===== src/rtl/simd_pkg.sv =====
// Shared definitions for the packed SIMD integer unit.
// Assumes a 64-bit vector datapath and a 32-bit integer datapath.
package simd_pkg;
    localparam int VEC_W   = 64;
    localparam int INT_W   = 32;
    localparam int WORD_W  = 16;
    localparam int DWORD_W = 32;
    localparam int BYTE_W  = 8;
    localparam int N_WORDS  = VEC_W / WORD_W;
    localparam int N_DWORDS = VEC_W / DWORD_W;
    localparam int N_BYTES  = VEC_W / BYTE_W;
    localparam int IDX_W    = $clog2(N_WORDS);

    typedef enum logic [2:0] {
        K_GT_DW, K_GT_W, K_EXTRACT, K_INSERT,
        K_MAX_SW, K_MAX_UB, K_MADD, K_BAD
    } op_kind_t;

    // Map the opcode byte onto an operation kind.
    function automatic op_kind_t decode_op(input logic [7:0] op);
        case (op)
            8'h66:   return K_GT_DW;
            8'h65:   return K_GT_W;
            8'hC5:   return K_EXTRACT;
            8'hC4:   return K_INSERT;
            8'hEE:   return K_MAX_SW;
            8'hDE:   return K_MAX_UB;
            8'hF5:   return K_MADD;
            default: return K_BAD;
        endcase
    endfunction
endpackage


===== src/rtl/simd_lane_ops.sv =====
// Lane-wise vector operations: compares, maxima and word insert.
// Purely combinational; the caller registers the result.
module simd_lane_ops
    import simd_pkg::*;
(
    input  op_kind_t             kind,
    input  logic [VEC_W-1:0]     a,
    input  logic [VEC_W-1:0]     b,
    input  logic [WORD_W-1:0]    ins_word,
    input  logic [IDX_W-1:0]     idx,
    output logic [VEC_W-1:0]     vec_res
);
    logic [VEC_W-1:0] gt_dw, gt_w, max_sw, max_ub, ins_v;

    for (genvar d = 0; d < N_DWORDS; d++) begin : g_dw
        assign gt_dw[d*DWORD_W +: DWORD_W] =
            ($signed(a[d*DWORD_W +: DWORD_W]) > $signed(b[d*DWORD_W +: DWORD_W]))
            ? '1 : '0;
    end

    for (genvar w = 0; w < N_WORDS; w++) begin : g_w
        logic signed [WORD_W-1:0] aw, bw;
        assign aw = a[w*WORD_W +: WORD_W];
        assign bw = b[w*WORD_W +: WORD_W];
        assign gt_w[w*WORD_W +: WORD_W]   = (aw > bw) ? '1 : '0;
        assign max_sw[w*WORD_W +: WORD_W] = (aw > bw) ? aw : bw;
        assign ins_v[w*WORD_W +: WORD_W]  = (idx == IDX_W'(w)) ? ins_word : aw;
    end

    for (genvar y = 0; y < N_BYTES; y++) begin : g_b
        assign max_ub[y*BYTE_W +: BYTE_W] =
            (a[y*BYTE_W +: BYTE_W] > b[y*BYTE_W +: BYTE_W])
            ? a[y*BYTE_W +: BYTE_W] : b[y*BYTE_W +: BYTE_W];
    end

    // Select the lane-wise result for the decoded kind.
    always_comb begin
        case (kind)
            K_GT_DW:  vec_res = gt_dw;
            K_GT_W:   vec_res = gt_w;
            K_MAX_SW: vec_res = max_sw;
            K_MAX_UB: vec_res = max_ub;
            K_INSERT: vec_res = ins_v;
            default:  vec_res = a;
        endcase
    end
endmodule


===== src/rtl/simd_madd_prod.sv =====
// First half of the multiply-add: four signed 16x16 word products.
// Combinational; products are packed lane 0 in the low 32 bits.
module simd_madd_prod
    import simd_pkg::*;
(
    input  logic [VEC_W-1:0]             a,
    input  logic [VEC_W-1:0]             b,
    output logic [N_WORDS*DWORD_W-1:0]   prods
);
    for (genvar w = 0; w < N_WORDS; w++) begin : g_p
        logic signed [WORD_W-1:0]  aw, bw;
        logic signed [DWORD_W-1:0] p;
        assign aw = a[w*WORD_W +: WORD_W];
        assign bw = b[w*WORD_W +: WORD_W];
        assign p  = aw * bw;
        assign prods[w*DWORD_W +: DWORD_W] = p;
    end
endmodule


===== src/rtl/simd_extract.sv =====
// Word extract: picks one word lane and zero-extends it to the integer width.
// Combinational; the index is already truncated to IDX_W bits.
module simd_extract
    import simd_pkg::*;
(
    input  logic [VEC_W-1:0]  v,
    input  logic [IDX_W-1:0]  idx,
    output logic [INT_W-1:0]  word_out
);
    // Zero-extend the selected lane.
    always_comb begin
        word_out = '0;
        word_out[WORD_W-1:0] = v[idx*WORD_W +: WORD_W];
    end
endmodule


===== src/rtl/simd_int_unit.sv =====
// Top of the packed SIMD integer execution unit.
// Extract retires after one edge; all other opcodes (including unsupported
// ones) pass a stage register and retire after two edges. An extract offered
// right behind a two-edge issue is refused for one cycle, keeping issue order.
module simd_int_unit
    import simd_pkg::*;
(
    input  logic              clk,
    input  logic              rst_n,
    input  logic              issue_vld,
    input  logic [7:0]        opcode,
    input  logic [63:0]       src_a,
    input  logic [63:0]       src_b,
    input  logic [31:0]       int_src,
    input  logic [7:0]        imm,
    output logic              issue_rdy,
    output logic              res_vld,
    output logic              res_illegal,
    output logic              res_is_int,
    output logic [63:0]       res_vec,
    output logic [31:0]       res_int
);
    localparam int PROD_W = N_WORDS * DWORD_W;

    op_kind_t               kind;
    logic                   accept, acc_ext, acc_long;
    logic [VEC_W-1:0]       lane_res;
    logic [PROD_W-1:0]      prods;
    logic [INT_W-1:0]       ext_word;
    logic [IDX_W-1:0]       idx;

    logic                   s1_vld;
    op_kind_t               s1_kind;
    logic [VEC_W-1:0]       s1_vec;
    logic [PROD_W-1:0]      s1_prod;
    logic [VEC_W-1:0]       madd_sum;

    assign kind      = decode_op(opcode);
    assign idx       = imm[IDX_W-1:0];
    assign issue_rdy = !(s1_vld && kind == K_EXTRACT);
    assign accept    = issue_vld && issue_rdy;
    assign acc_ext   = accept && kind == K_EXTRACT;
    assign acc_long  = accept && kind != K_EXTRACT;

    simd_lane_ops u_lanes (
        .kind(kind), .a(src_a), .b(src_b),
        .ins_word(int_src[WORD_W-1:0]), .idx(idx), .vec_res(lane_res)
    );

    simd_madd_prod u_prod (.a(src_a), .b(src_b), .prods(prods));

    simd_extract u_ext (.v(src_b), .idx(idx), .word_out(ext_word));

    // Second half of the multiply-add: pairwise sums, wrapping.
    for (genvar d = 0; d < N_DWORDS; d++) begin : g_sum
        assign madd_sum[d*DWORD_W +: DWORD_W] =
            s1_prod[(2*d)*DWORD_W +: DWORD_W] + s1_prod[(2*d+1)*DWORD_W +: DWORD_W];
    end

    // Stage 1: capture two-cycle operations.
    always_ff @(posedge clk) begin
        if (!rst_n) begin
            s1_vld  <= 1'b0;
            s1_kind <= K_BAD;
            s1_vec  <= '0;
            s1_prod <= '0;
        end else begin
            s1_vld <= acc_long;
            if (acc_long) begin
                s1_kind <= kind;
                s1_vec  <= lane_res;
                s1_prod <= prods;
            end
        end
    end

    // Result stage: retire an extract or the stage-1 operation.
    always_ff @(posedge clk) begin
        if (!rst_n) begin
            res_vld     <= 1'b0;
            res_illegal <= 1'b0;
            res_is_int  <= 1'b0;
            res_vec     <= '0;
            res_int     <= '0;
        end else if (acc_ext) begin
            res_vld     <= 1'b1;
            res_illegal <= 1'b0;
            res_is_int  <= 1'b1;
            res_int     <= ext_word;
        end else if (s1_vld) begin
            res_vld     <= 1'b1;
            res_illegal <= (s1_kind == K_BAD);
            res_is_int  <= 1'b0;
            if (s1_kind != K_BAD)
                res_vec <= (s1_kind == K_MADD) ? madd_sum : s1_vec;
        end else begin
            res_vld     <= 1'b0;
            res_illegal <= 1'b0;
            res_is_int  <= 1'b0;
        end
    end
endmodule


===== config.mk =====
export PLATFORM = sky130hd
export DESIGN_NAME = simd_int_unit
export DESIGN_NICKNAME = d
export VERILOG_FILES = /design/src/rtl/simd_pkg.sv /design/src/rtl/simd_lane_ops.sv /design/src/rtl/simd_madd_prod.sv /design/src/rtl/simd_extract.sv /design/src/rtl/simd_int_unit.sv
export SDC_FILE = /design/constraint.sdc
export NUM_CORES = 2
export LEC_CHECK = 0
export BUFFER_PORTS_ARGS = -buffer_cell sky130_fd_sc_hd__buf_2
export CORE_MARGIN = 4
export CORE_UTILIZATION = 55
export CTS_BUF_LIST = sky130_fd_sc_hd__clkbuf_4 sky130_fd_sc_hd__clkbuf_8
export DETAILED_ROUTE_END_ITERATION = 16
export PLACE_DENSITY = 0.7
export SYNTH_ARGS = -nofsm -noshare
export SYNTH_HDL_FRONTEND = slang
export SYNTH_HIERARCHICAL = 1
export SYNTH_SLANG_ARGS = --single-unit

===== constraint.sdc =====
create_clock -name clk -period 7.8 [get_ports clk]
set_input_delay 1.17 -clock clk [delete_from_list [all_inputs] [get_ports clk]]
set_output_delay 1.17 -clock clk [all_outputs]
set_load 0.02 [all_outputs]

### Yosys cells after proc, flatten, opt, wreduce, memory -nomap -nowiden

Index checks and enable logic that the tools add are counted.

* $add $sub $neg: 2
* multipliers: 4
* $lt $le $gt $ge: 14
* equality and inequality tests: 19
* shift operators: 1
* multiplexer cells: 28
* bitwise gates (word level): 3
* reduce and logical (&&, ||, !) cells: 9

Operators by type and width (number)
* one-hot mux 64 bit (5 select lines): 1
* two-way mux 16 bit: 12
* multiplier 16 x 16 -> 32 bit: 4
* adder 32 bit: 2
* > comparator 16 bit: 4
* > comparator 32 bit: 2
* > comparator 8 bit: 8
* two-way mux 32 bit: 2
* two-way mux 64 bit: 1
* two-way mux 8 bit: 8
* indexed part select 64 x 7 -> 16 bit: 1
* == test 8 bit, second input constant: 5
* one-hot mux 3 bit (7 select lines): 1
* == test 8 x 7 -> 1 bit, second input constant: 2
* == test 3 bit, second input constant: 4
* == test 3 x 2 -> 1 bit, second input constant: 2
* == test 2 bit, second input constant: 2
* logical AND 1 bit: 4
* == test 3 x 1 -> 1 bit, second input constant: 1
* zero test 3 bit: 1
* two-way mux 1 bit: 3
* inequality test 3 x 2 -> 1 bit, second input constant: 1
* inequality test 3 bit, second input constant: 1
* NOT 1 bit: 3
* 5 further kinds: 5

* bits in registers: 279
* input port bits: 179
* output and inout port bits: 100
* logic and storage cells: 89

### Depth between registers and ports, before layout

* depth in word-level cells: 9
* gate-level depth with buffers: 25
* depth with buffers taken out: 24

### Cells and area by module

Netlist, hierarchy kept.

By module, submodules not included
* simd_madd_prod: times used 1, cells an instance 4316, area each 39355.2 um2, seq. area each 0.0 um2
* simd_int_unit: times used 1, cells an instance 1767, area each 14366.3 um2, seq. area each 5905.7 um2
* simd_lane_ops: times used 1, cells an instance 782, area each 5350.1 um2, seq. area each 0.0 um2
* simd_extract: times used 1, cells an instance 37, area each 548.0 um2, seq. area each 0.0 um2

### Least setup slack after synthesis

No wires, ideal clock.

* kind: input -> register
* start point: in src_a[26]
* end point: reg s1_prod[62]
* setup time: 0.076 ns
* arrival: 6.842 ns
* required time: 7.724 ns
* slack: 0.882 ns
* stages on the path: 20
* path buffers: 1
* cell sequence: clkbuf_1 nand2_1 fa_1 fa_1 fa_1 fa_1 inv_1 fa_1 fa_1 ha_1 a21o_1 a21o_1 a2111o_1 a31o_1 o211ai_2 a21oi_1 or4_1 o211ai_1 nand2_1 a21boi_0

* cells in the longest elaborated chain, start to end: 1

Ends and longest elaborated chain
* start, declared: RTL line simd_int_unit.sv:12 `input logic [63:0] src_a,`
* multiplier 16 x 16 -> 32 bit: RTL line simd_madd_prod.sv:15 `assign p = aw * bw;`
* net prods[62]: RTL line simd_int_unit.sv:28 `logic [PROD_W-1:0] prods;`
* end signal, assigned: RTL line simd_int_unit.sv:72 `s1_prod <= prods;`
* end, declared: RTL line simd_int_unit.sv:35 `logic [PROD_W-1:0] s1_prod;`

The timed path passes the listed nets, and every way through them passes these cells.
A chain may end at the register's enable or synchronous reset.

### Worst setup path in the final report

* start point: in src_a[23]
* end point: reg s1_prod[61]

The elaborated chain is that of the path after synthesis.

==> flow_metrics.env <==
export IMPL_ant_nets=0
export IMPL_io_pins=279
export IMPL_cts_sinks=295
export IMPL_post_route_min_period_ps=6870
export IMPL_setup_slack_ps=933
export IMPL_core_mm2=0.107
export IMPL_ys_top_cells_by_count="1256 x inv_1, 1061 x nand2_1, 1050 x fa_1, 525 x and2_1, 460 x ha_1"
export IMPL_final_core_util_pct=59.0
export IMPL_synth_edf_count=0
export IMPL_ys_seq_elements=295
export IMPL_cts_resized=0
export IMPL_synth_xor_xnor_area_share_pct=2.88
export IMPL_crit_type="primary input to flip-flop"
export IMPL_synth_compound_area_share_pct=13.6
export IMPL_root_buffer="clkbuf_8"
export IMPL_io_buffer_count=256
export IMPL_maxCapViolations=0
export IMPL_top_usage_layer="met2"
export IMPL_synth_flop_cell="dfxtp_1"
export IMPL_slew_headroom_pct=12.6
export IMPL_wl_per_cell_um=22.5
export IMPL_antenna_found_initial=24
export IMPL_pre_cts_slack_ps=310
export IMPL_die_y_um=337
export IMPL_grt_pass1_vias=49900
export IMPL_max_freq_ghz=0.146
export IMPL_path_clk_slew_ps=60
export IMPL_cts_hold_buf=0
export IMPL_cp_required_ps=8390
export IMPL_ys_seq_area_share_pct=9.91
export IMPL_holdWs_ps=461
export IMPL_fin_worst_skew_ps=36.4
export IMPL_cts_tree="built"
export IMPL_route_detailed_drc=0
export IMPL_grt_overflow=0
export IMPL_fillers=9613
export IMPL_cp_max_fo=20
export IMPL_period_share_pct=88.0
export IMPL_dieArea_mm2=0.114
export IMPL_finalWeightedCongestion=0.972
export IMPL_ys_types=101
export IMPL_synth_top_family_by_area="adder cells"
export IMPL_yosysTopAreaCell="fa_1"
export IMPL_hold_viol=0
export IMPL_cts_setup_buffers=0
export IMPL_met2_usage_pct=53.5
export IMPL_drt_iter0_markers=4298
export IMPL_drt_total_wl_mm=190
export IMPL_grt_util_met3_pct=6.15
export IMPL_max_slew_worst_pin_slew_ps=1310
export IMPL_syn_cell_area_mm2=0.0596
export IMPL_syn_inst=6902
export IMPL_synthArstFlopShare_pct=0
export IMPL_status="finished clean"
export IMPL_slew_violations=0
export IMPL_grt_total_usage_pct=33.5
export IMPL_hold_class="flip-flop to flip-flop"
export IMPL_grt_first_pass_wirelength_mm=293
export IMPL_chipWidth_um=337
export IMPL_syn2layout_area_growth_pct=6.29
export IMPL_hpwl_mm=150
export IMPL_critPathArrivalTime_ps=7460
export IMPL_clk_path_buf_depth=3
export IMPL_initial_utilization_pct=55.5
export IMPL_vias_per_cell=5.88
export IMPL_drive_gt1_share_pct=7.13
export IMPL_setup_viol=0
export IMPL_ys_top_cells_by_area="fa_1 35%, dfxtp_1 9.9%, ha_1 9.7%"
export IMPL_muxShareOfSynthArea_pct=2.05
export IMPL_synth_adder_area_share_pct=44.9
export IMPL_h_tree_depth=2
export IMPL_row_count=120
export IMPL_yosys_area_share_simple_pct=16.6
export IMPL_dr_pass1_iters=8
export IMPL_yosysWarnings=6
export IMPL_num_vias=49700
export IMPL_tns_ps=0
export IMPL_clock_latency_ps=670
export IMPL_worstSetupEndpointType="flip-flop"
export IMPL_grt_max_degree=110
export IMPL_use_met1_pct=45.6
export IMPL_cts_buffers=52
export IMPL_rsz0062_at_grt="false"
export IMPL_syn_avg_cell_area_um2=8.64
export IMPL_yosysMostFrequentCell="inv_1"
export IMPL_crit_path_start_kind="primary input"
export IMPL_final_nets=8688
export IMPL_synth_top_area_share_pct=35.3
-- per-layer routing --
layer | wire length, µm | share of wire, %
met1 | 77900 | 41
met2 | 86400 | 45
met3 | 17500 | 9.2
met4 | 8490 | 4.5
met5 | 40 | 0.021
-- worst max-delay path: stages --
cell and delay [ps]:
buf_2 400, nand2_1 170, fa_1 570, inv_1 60, fa_1 510, inv_1 60, fa_1 530, inv_1 50
fa_1 480, fa_1 500, inv_1 50, fa_1 470, inv_1 40, ha_1 340, and4_2 260, a221oi_1 290
o21ai_2 160, a311oi_4 440, o21ai_1 170, a31o_2 280, a21oi_2 140, xnor2_1 120, nand2_1 60, a21boi_0 150
-- kinds of logic (layout without fill, tap and decap cells) --
family | count (synthesis) | count (layout)
xor+xnor | 196 | 196
other cells | 1 | 27
simple gates | 2103 | 2103
fa+ha+maj | 1510 | 1510
mux | 100 | 100
buf+inv | 1568 | 1691
flops | 295 | 295
compound gates | 1129 | 1129
-- state kept, by name, summed over array words and instances, names as in the netlist --
name / flops
s1_prod: 128
res_vld: 1
s1_kind: 3
res_is_int: 1
s1_vld: 1
res_illegal: 1
s1_vec: 64
res_vec: 64
res_int: 32
-- final timing paths --
kind                            slack [ps]         from  cells after the start          end
worst min-delay path                   460  res_int[25]                      2  res_int[25]
worst max register to register        4260  s1_prod[32]                     11  res_vec[20]
worst max-delay path                   930    src_a[23]                     24  s1_prod[61]
worst min register to register         460  res_int[25]                      2  res_int[25]
-- per-stage QoR --
stage / area [µm²] / std cells
6_report: 63400 / 8454
5_1_grt: 63300 / 8445
4_1_cts: 63300 / 8443
3_5_place_dp: 62100 / 8348
3_3_place_gp: 62100 / 8348
2_1_floorplan: 59700 / 6917
-- final cells by class --
cell class,instances,area [µm²],share of cell area (%)
clock inverters,25,272,0.428
flip-flops and latches,295,5910,9.32
clock buffers,70,920,1.45
inverters,1256,4710,7.44
repair buffers,340,1930,3.05
well taps,1403,1760,2.77
multi-input cells,5054,47800,75.5
diodes,11,27.5,0.0434
-- cell usage in the layout, fill, tap and decap left out, types with 21 or more instances in the layout --
master and count:
a21boi_0 244, a21o_1 80, a21oi_1 221, a221oi_1 21
and2_1 523, and3_1 29, buf_2 255, buf_4 83
clkbuf_8 63, dfxtp_1 294, fa_1 1050, ha_1 460
inv_1 1256, mux2i_1 84, nand2_1 1059, nand2b_1 51
nand3_1 58, nand4_1 28, nor2_1 207, nor2b_1 40
nor3_1 34, o211ai_1 25, o21a_1 44, o21ai_0 123
o21bai_1 27, o221ai_1 29, o22ai_1 38, xnor2_1 152
xor2_1 44
Power is left out: the tool's default activity adds up to more than one toggle a clock period on the data nets, which glitch-free logic cannot reach.
